==> src/rtl/gpio_mux_pkg.sv <==
package gpio_mux_pkg;
  typedef enum logic [1:0] {
    SEL_PORT  = 2'd0,
    SEL_LATCH = 2'd1,
    SEL_DIR   = 2'd2,
    SEL_NONE  = 2'd3
  } gpio_sel_e;
endpackage

==> src/rtl/gpio_rst_sync.sv <==
module gpio_rst_sync #(
  parameter int STAGES = 2
) (
  input  logic clk,
  input  logic rst_n,
  output logic rst_ni
);
  logic [STAGES-1:0] chain_q;
  logic [STAGES-1:0] chain_d;

  always_comb begin
    chain_d = {chain_q[STAGES-2:0], 1'b1};
  end

  always_ff @(posedge clk or negedge rst_n) begin
    if (!rst_n) chain_q <= '0;
    else        chain_q <= chain_d;
  end

  assign rst_ni = chain_q[STAGES-1];
endmodule

==> src/rtl/gpio_pin_sync.sv <==
module gpio_pin_sync #(
  parameter int WIDTH  = 8,
  parameter int STAGES = 2
) (
  input  logic             clk,
  input  logic             rst_ni,
  input  logic [WIDTH-1:0] pin_in,
  output logic [WIDTH-1:0] pin_smp
);
  logic [STAGES-1:0][WIDTH-1:0] stage_q;
  logic [STAGES-1:0][WIDTH-1:0] stage_d;

  always_comb begin
    stage_d[0] = pin_in;
    for (int s = 1; s < STAGES; s++) stage_d[s] = stage_q[s-1];
  end

  always_ff @(posedge clk or negedge rst_ni) begin
    if (!rst_ni) stage_q <= '0;
    else         stage_q <= stage_d;
  end

  assign pin_smp = stage_q[STAGES-1];

  generate
    if (STAGES == 2) begin : g_chk
      // sample seen two edges after the pin level
      assert_sync_delay_R4: assert property (@(posedge clk) disable iff (!rst_ni)
        $past(rst_ni, 2) |-> (pin_smp == $past(pin_in, 2)));
    end
  endgenerate
endmodule

==> src/rtl/gpio_port_regs.sv <==
module gpio_port_regs
  import gpio_mux_pkg::*;
#(
  parameter int WIDTH = 8
) (
  input  logic             clk,
  input  logic             rst_ni,
  input  gpio_sel_e        sel,
  input  logic             wr_en,
  input  logic [WIDTH-1:0] wdata,
  input  logic             hi_analog_cfg,
  input  logic             lo_bus_cfg,
  output logic [WIDTH-1:0] lat_q,
  output logic [WIDTH-1:0] dir_q,
  output logic             hi_ana_q,
  output logic             lo_bus_q
);
  logic             lat_we;
  logic             dir_we;
  logic [WIDTH-1:0] lat_d;
  logic [WIDTH-1:0] dir_d;

  always_comb begin
    lat_we = wr_en && ((sel == SEL_PORT) || (sel == SEL_LATCH));
    dir_we = wr_en && (sel == SEL_DIR);
    lat_d  = lat_we ? wdata : lat_q;
    dir_d  = dir_we ? wdata : dir_q;
  end

  always_ff @(posedge clk or negedge rst_ni) begin
    if (!rst_ni) begin
      lat_q    <= '0;
      dir_q    <= '1;
      hi_ana_q <= 1'b1;
      lo_bus_q <= 1'b1;
    end else begin
      lat_q    <= lat_d;
      dir_q    <= dir_d;
      hi_ana_q <= hi_analog_cfg;
      lo_bus_q <= lo_bus_cfg;
    end
  end

  // port or latch write loads the latch
  assert_latch_load_R1: assert property (@(posedge clk) disable iff (!rst_ni)
    (wr_en && (sel == SEL_PORT || sel == SEL_LATCH)) |=> (lat_q == $past(wdata)));
  // latch holds without a write to it
  assert_latch_hold_R1: assert property (@(posedge clk) disable iff (!rst_ni)
    !(wr_en && (sel == SEL_PORT || sel == SEL_LATCH)) |=> $stable(lat_q));
  // direction write loads the direction register
  assert_dir_load_R2: assert property (@(posedge clk) disable iff (!rst_ni)
    (wr_en && sel == SEL_DIR) |=> (dir_q == $past(wdata)));
  // configuration inputs register after one edge
  assert_mode_load_R7: assert property (@(posedge clk) disable iff (!rst_ni)
    $past(rst_ni) |-> (hi_ana_q == $past(hi_analog_cfg) && lo_bus_q == $past(lo_bus_cfg)));
endmodule

==> src/rtl/gpio_pin_mux.sv <==
module gpio_pin_mux #(
  parameter int WIDTH = 8,
  parameter int LO_W  = 4
) (
  input  logic             hi_ana,
  input  logic             lo_bus,
  input  logic [LO_W-1:0]  bus_addr,
  input  logic [WIDTH-1:0] lat,
  input  logic [WIDTH-1:0] dir,
  input  logic [WIDTH-1:0] pin_smp,
  output logic [WIDTH-1:0] pin_out,
  output logic [WIDTH-1:0] pin_oe,
  output logic [WIDTH-1:0] port_rd
);
  genvar i;
  generate
    for (i = 0; i < WIDTH; i++) begin : g_pin
      if (i < LO_W) begin : g_bus
        always_comb begin
          pin_out[i] = lo_bus ? bus_addr[i] : lat[i];
          pin_oe[i]  = lo_bus | ~dir[i];
          port_rd[i] = pin_smp[i];
        end
      end else begin : g_ana
        always_comb begin
          pin_out[i] = hi_ana ? 1'b0 : lat[i];
          pin_oe[i]  = ~hi_ana & ~dir[i];
          port_rd[i] = ~hi_ana & pin_smp[i];
        end
      end
    end
  endgenerate
endmodule

==> src/rtl/gpio_mux_port.sv <==
module gpio_mux_port
  import gpio_mux_pkg::*;
#(
  parameter int WIDTH       = 8,
  parameter int LO_W        = 4,
  parameter int SYNC_STAGES = 2
) (
  input  logic             clk,
  input  logic             rst_n,
  input  logic [1:0]       reg_sel,
  input  logic             wr_en,
  input  logic             rd_en,
  input  logic [WIDTH-1:0] wdata,
  output logic [WIDTH-1:0] rdata,
  input  logic             hi_analog_cfg,
  input  logic             lo_bus_cfg,
  input  logic [LO_W-1:0]  bus_addr,
  input  logic [WIDTH-1:0] pin_in,
  output logic [WIDTH-1:0] pin_out,
  output logic [WIDTH-1:0] pin_oe
);
  localparam int HI_W = WIDTH - LO_W;

  logic             rst_ni;
  gpio_sel_e        sel;
  logic [WIDTH-1:0] lat_q;
  logic [WIDTH-1:0] dir_q;
  logic             hi_ana_q;
  logic             lo_bus_q;
  logic [WIDTH-1:0] pin_smp;
  logic [WIDTH-1:0] port_rd;

  assign sel = gpio_sel_e'(reg_sel);

  gpio_rst_sync #(.STAGES(2)) u_rst (
    .clk(clk), .rst_n(rst_n), .rst_ni(rst_ni)
  );

  gpio_port_regs #(.WIDTH(WIDTH)) u_regs (
    .clk(clk), .rst_ni(rst_ni), .sel(sel), .wr_en(wr_en), .wdata(wdata),
    .hi_analog_cfg(hi_analog_cfg), .lo_bus_cfg(lo_bus_cfg),
    .lat_q(lat_q), .dir_q(dir_q), .hi_ana_q(hi_ana_q), .lo_bus_q(lo_bus_q)
  );

  gpio_pin_sync #(.WIDTH(WIDTH), .STAGES(SYNC_STAGES)) u_sync (
    .clk(clk), .rst_ni(rst_ni), .pin_in(pin_in), .pin_smp(pin_smp)
  );

  gpio_pin_mux #(.WIDTH(WIDTH), .LO_W(LO_W)) u_mux (
    .hi_ana(hi_ana_q), .lo_bus(lo_bus_q), .bus_addr(bus_addr),
    .lat(lat_q), .dir(dir_q), .pin_smp(pin_smp),
    .pin_out(pin_out), .pin_oe(pin_oe), .port_rd(port_rd)
  );

  always_comb begin
    rdata = '0;
    if (rd_en) begin
      unique case (sel)
        SEL_PORT:  rdata = port_rd;
        SEL_LATCH: rdata = lat_q;
        SEL_DIR:   rdata = dir_q;
        default:   rdata = '0;
      endcase
    end
  end

  // input-direction pins owned by the port are never driven
  assert_input_hiz_R3: assert property (@(posedge clk) disable iff (!rst_ni)
    ((pin_oe[WIDTH-1:LO_W] & dir_q[WIDTH-1:LO_W] & {HI_W{~hi_ana_q}}) == '0) &&
    (lo_bus_q || ((pin_oe[LO_W-1:0] & dir_q[LO_W-1:0]) == '0)));
  // analog half is undriven and reads zero
  assert_analog_off_R5: assert property (@(posedge clk) disable iff (!rst_ni)
    hi_ana_q |-> (pin_oe[WIDTH-1:LO_W] == '0 &&
                  (!(rd_en && sel == SEL_PORT) || rdata[WIDTH-1:LO_W] == '0)));
  // bus half follows the address nibble
  assert_bus_drive_R6: assert property (@(posedge clk) disable iff (!rst_ni)
    lo_bus_q |-> (pin_oe[LO_W-1:0] == '1 && pin_out[LO_W-1:0] == bus_addr));
  // no read data without a read strobe
  assert_rd_idle_R9: assert property (@(posedge clk) disable iff (!rst_ni)
    (!rd_en || sel == SEL_NONE) |-> (rdata == '0));
endmodule

==> config.mk <==
export PLATFORM = sky130hd
export DESIGN_NAME = gpio_mux_port
export DESIGN_NICKNAME = d
export VERILOG_FILES = /design/src/rtl/gpio_mux_pkg.sv /design/src/rtl/gpio_rst_sync.sv /design/src/rtl/gpio_pin_sync.sv /design/src/rtl/gpio_port_regs.sv /design/src/rtl/gpio_pin_mux.sv /design/src/rtl/gpio_mux_port.sv
export SDC_FILE = /design/constraint.sdc
export NUM_CORES = 1
export LEC_CHECK = 0
export BUFFER_PORTS_ARGS = -buffer_cell sky130_fd_sc_hd__buf_2
export CAP_MARGIN = 20
export CORE_MARGIN = 5
export CORE_UTILIZATION = 44
export DETAILED_ROUTE_END_ITERATION = 16
export PLACE_DENSITY = 0.79
export SETUP_SLACK_MARGIN = 0.1
export SLEW_MARGIN = 20
export SYNTH_ARGS = -nofsm -noshare
export SYNTH_HDL_FRONTEND = slang
export SYNTH_SLANG_ARGS = --single-unit
==> constraint.sdc <==
create_clock -name clk -period 1.3 [get_ports clk]
set_input_delay 0.195 -clock clk [delete_from_list [all_inputs] [get_ports clk]]
set_output_delay 0.195 -clock clk [all_outputs]
set_load 0.005 [all_outputs]
# Word-level counts from Yosys, hierarchy flattened
# Cells that the tools add are included.
[totals] register_bits=36 output_inout_bits=24
[classes] bitwise_logic=21 mux=10 reduce_logical=4 n_eq_ne=2
[ops] cell="8-bit one-hot mux with 3 select lines" n=1
[ops] cell="1-bit NOT" n=9
[ops] cell="1-bit AND" n=8
[ops] cell="1-bit 2-to-1 mux" n=8
[ops] cell="8-bit 2-to-1 mux" n=1
[ops] cell="1-bit OR" n=4
[ops] cell="2-bit by 1-bit == test with 1-bit output (second input constant)" n=1
[ops] cell="2-bit == test (second input constant)" n=1
[ops] cell="1-bit logical AND" n=2
[ops] cell="2-bit logical NOT" n=1
[ops] cell="1-bit logical OR" n=1

# Logic depth before layout (Yosys ltp)
[logic_depth] depth_word=4 ltp_mapped=5

# Modules after synthesis
# Synthesis repeated with hierarchy kept, for this count alone.
[hier_totals] hier_cells=117 hier_area_um2=1631.6
[modules_own_cells] mod="gpio_port_regs" seq_area_each_um2=462.9 cells_each=37 area_each_um2=710.7 instances=1
[modules_own_cells] mod="gpio_pin_sync" seq_area_each_um2=400.4 cells_each=16 area_each_um2=400.4 instances=1
[modules_own_cells] mod="gpio_mux_port" seq_area_each_um2=0.0 cells_each=35 area_each_um2=270.3 instances=1
[modules_own_cells] mod="gpio_pin_mux" seq_area_each_um2=0.0 cells_each=26 area_each_um2=196.4 instances=1
[modules_own_cells] mod="gpio_rst_sync" seq_area_each_um2=50.0 cells_each=3 area_each_um2=53.8 instances=1

# Worst setup path before layout
# No wires, ideal clock.
[synth_timing] path_type="flip-flop to output port" from="reg u_regs.hi_ana_q" to="out rdata[4]" arrival_time_ns=1.141 path_stages_with_launch=5 path_slack_ns=-0.036 required_time_ns=1.105 cell_sequence="dfstp_2 -> buf_4 -> nor2_4 -> a221o_1 -> and3_1"
[synth_between] elab_chain_len=4
[synth_lines] element="start: declaration" line="gpio_port_regs.sv:15" text="output logic hi_ana_q,"
[synth_lines] element="start signal: assignment" line="gpio_port_regs.sv:39" text="hi_ana_q <= hi_analog_cfg;"
[synth_lines] element="1-bit NOT" line="gpio_pin_mux.sv:28" text="port_rd[i] = ~hi_ana & pin_smp[i];"
[synth_lines] element="1-bit AND" line="gpio_pin_mux.sv:28"
[synth_lines] element="8-bit one-hot mux with 3 select lines" line="gpio_mux_port.sv:58" text="unique case (sel)"
[synth_lines] element="8-bit 2-to-1 mux" line="gpio_mux_port.sv:57" text="if (rd_en) begin"
[synth_lines] element="end: declaration" line="gpio_mux_port.sv:14" text="output logic [WIDTH-1:0] rdata,"
# Every way passes these cells.

# Worst setup path after layout
[layout_timing] from="reg u_regs.hi_ana_q" to="out rdata[6]"
# Same word-level chain as after synthesis.

==> flow_summary.ini <==
[logic_synthesis]
synth.area.top_cells = dfrtp_1 43%, dfstp_2 18%, mux2_2 12%
ys_warn_count = 0
syn_area_mm2 = 0.00150
ys_seq_area_frac = 0.610
syn_avg_cell_area_um2 = 13.1
synth_fp_nets = 142
synth-seq-cells = 36
ys_types = 21
synth_top_area_share = 0.434
yosysTopAreaCell = dfrtp_1
netlist_instances = 114

[floorplanning]
die_y_um = 68.3
die-area_mm2 = 0.00467
fp-row-count = 21
initial_core_util = 0.452
coreArea_mm2 = 0.00331
io_pins = 52
die_x_um = 68.3

[clock_tree]
root_buffer = clkbuf_4
cts_tree = done
cts.sinks = 36
htreeDepth = 2
cts_buffer_depth = 2
cts_made_buffers = 5
clk_pin_slew_ns = 0.12
clock_latency_ns = 0.33

[power_and_ir_drop]
switching_share = 0.270
clkPwrFrac = 0.242
power.leakage_uw = 0.00102
p_seq_frac = 0.544
power_frac_comb = 0.214
p_per_area_mw_per_mm2 = 1180
irDropWorstVdd_mv = 0.764
p_switching_uw = 663
p_int_uw = 1800

[global_routing]
top_usage_layer = met2
met3_usage = 0.0690
grtUsageMet1 = 0.178
overflow = 0
antenna_found_initial = 0
grt_pass1_vias = 1172
grt_max_degree = 35
grt_usage = 0.159
use_met2 = 0.268
grt_pass1_wl_um = 5330

[layout]
register_area_um2 = 913
filler_cell_count = 272
multi_input_area_um2 = 557
fin_nets = 214
final_cell_area_mm2 = 0.00209
utilization = 0.631
n_antenna_cell = 0
area.growth.synth_to_final_pct = 39.4
drive_gt1_frac = 0.535

[run_status]
violations = setup timing
outcome = complete, but fails checks

[setup_path]
path_buf_inv = 1
worst_path_max_delay_cell = dfstp_2
cp_max_fo = 4
critPathArrivalTime_ns = 1.55
cp_top_family = flip-flops
critPathKind = reg2out
crit_chain = nor2_4 -> a221o_1 -> and3_1 -> buf_2
required_ns = 1.11
critical-path-max-stage-delay_ns = 0.58
crit_path_end_kind = output pin
start_kind = flip-flop

[route]
vias_per_cell = 4.72
ant_nets = 0
routedWlPerCell_um = 14.1
drtPass1Iterations = 4
vias = 1100
drt-total-wl_um = 3290
drtIter0Drc = 32
drc = 0

[sta]
fin_ws_ns = -0.443
rsz0062_at_grt = true
min_period_ns = 1.74
clock.fmax_mhz = 574
final-hold-violation-count = 0
final_max_slew_viol_count = 0
fin_skew_ns = 0.00945
fin_crit_sh = 1.34
finalSetupViolations = 24

[placement]
gp_congestion = 0.836
dpl_cell_area_mm2 = 0.00178
io_buffers = 51
place_hpwl_um = 2310

[worst_hold_path]
hp-class = in2reg

[run]
drv_cap = 0
[per-stage QoR]
stage | setup WS (ns) | TNS [ns] | hold WS (ns) | std cells | total power, uW
floorplan | 0.0212 | 0 | -0.101 | 114 | 1570
global placement | -0.0411 | -0.271 | -0.0208 | 208 | 1730
detailed placement | -0.0954 | -0.523 | -0.0186 | 208 | 1750
finish | -0.443 | -6.74 | 0.0775 | 233 | 2460
global route | -0.516 | -8.52 | 0.0819 | 233 | 2600
CTS | -0.450 | -6.26 | 0.0631 | 232 | 2440
[layout make-up]
class,instances,area share
clock buffers,5,0.0180
flip-flops and latches,36,0.437
multi-input cells,68,0.267
well taps,46,0.0276
clock inverters,3,0.0114
repair buffers,71,0.232
inverters,4,0.00719
[layout by cell type, fill, tap and decap left out, types with 5 or more instances in the layout]
cell,count
o21ai_0,8
buf_6,9
dlygate4sd3_1,11
nor2_1,8
mux2_2,12
dfstp_2,10
buf_2,44
clkbuf_4,5
dfrtp_1,26
buf_4,7
[sequential cells by signal (all words and copies together) (netlist names)]
register and flops:
u_regs.dir_q 8, u_regs.lat_q 8, u_sync.pin_smp 8, u_sync.stage_d 8, u_rst.chain_q 2, u_regs.hi_ana_q 1, u_regs.lo_bus_q 1
[layer usage]
metal / up-vias / wire, um
met5: - / 0
met4: 0 / 17
li1: 532 / -
met2: 33 / 1760
met3: 2 / 213
met1: 533 / 1300
[power groups by stage]
stage	Sequential (uW)	Combinational [uW]	Clock, uW
6_report	1340	528	595
5_1_grt	1350	584	660
4_1_cts	1340	490	615
3_5_place_dp	1360	385	0
3_3_place_gp	1360	373	0
2_1_floorplan	1350	227	0
[path summary, 6_finish.rpt]
kind,startpoint,cells after the start,end,slack (ns)
max,u_regs.hi_ana_q$_DFF_PN1_,4,rdata[6],-0.44
min,wdata[5],3,u_regs.lat_q[5]$_DFFE_PN0P_,0.08
max reg2reg,u_regs.dir_q[2]$_DFFE_PN1P_,2,u_regs.dir_q[2]$_DFFE_PN1P_,0.43
min reg2reg,u_rst.chain_q[1]$_DFF_PN0_,1,u_sync.pin_smp[6]$_DFF_PN0_,0.27
max in group asynchronous,u_rst.chain_q[1]$_DFF_PN0_,1,u_regs.dir_q[5]$_DFFE_PN1P_,0.69
min in group asynchronous,rst_n,2,u_rst.chain_q[0]$_DFF_PN0_,0.15
[repair_timing]
action                                  4_1_cts  5_1_grt
gates resized for setup                      13        7
hold buffers                                 11        0
hold endpoints to repair                     12        0
endpoints found under the setup margin       24       24
buffers inserted                              5        1
pin swaps                                     0        4
[cells in the mapped netlist, drive strengths merged]
master  instances
dfrtp          26
dfstp          10
buf             5
and3            4
mux2           16
nor2            9
nand2b          4
a221o           4
mux2i           4
nand3b          5
inv             4
and2            4
nor2b           1
o21ai          12
nand2           4
clkbuf          1
conb            1
[worst register-to-register path, stage by stage (launching register included)]
cell and delay, ns:
dfstp_2 0.55, buf_4 0.13, mux2_2 0.15
[cell families (layout without fill, tap and decap cells)]
group,count (synthesis),count (layout),share of synthesized area
multiplexers,20,20,0.147
other,1,1,0.00250
buffers and inverters,10,83,0.0434
flip-flops,36,36,0.610
AND/OR/NAND/NOR,31,31,0.130
AO/OA/AOI/OAI,16,16,0.0668
Power figures use the tool's default switching activity.
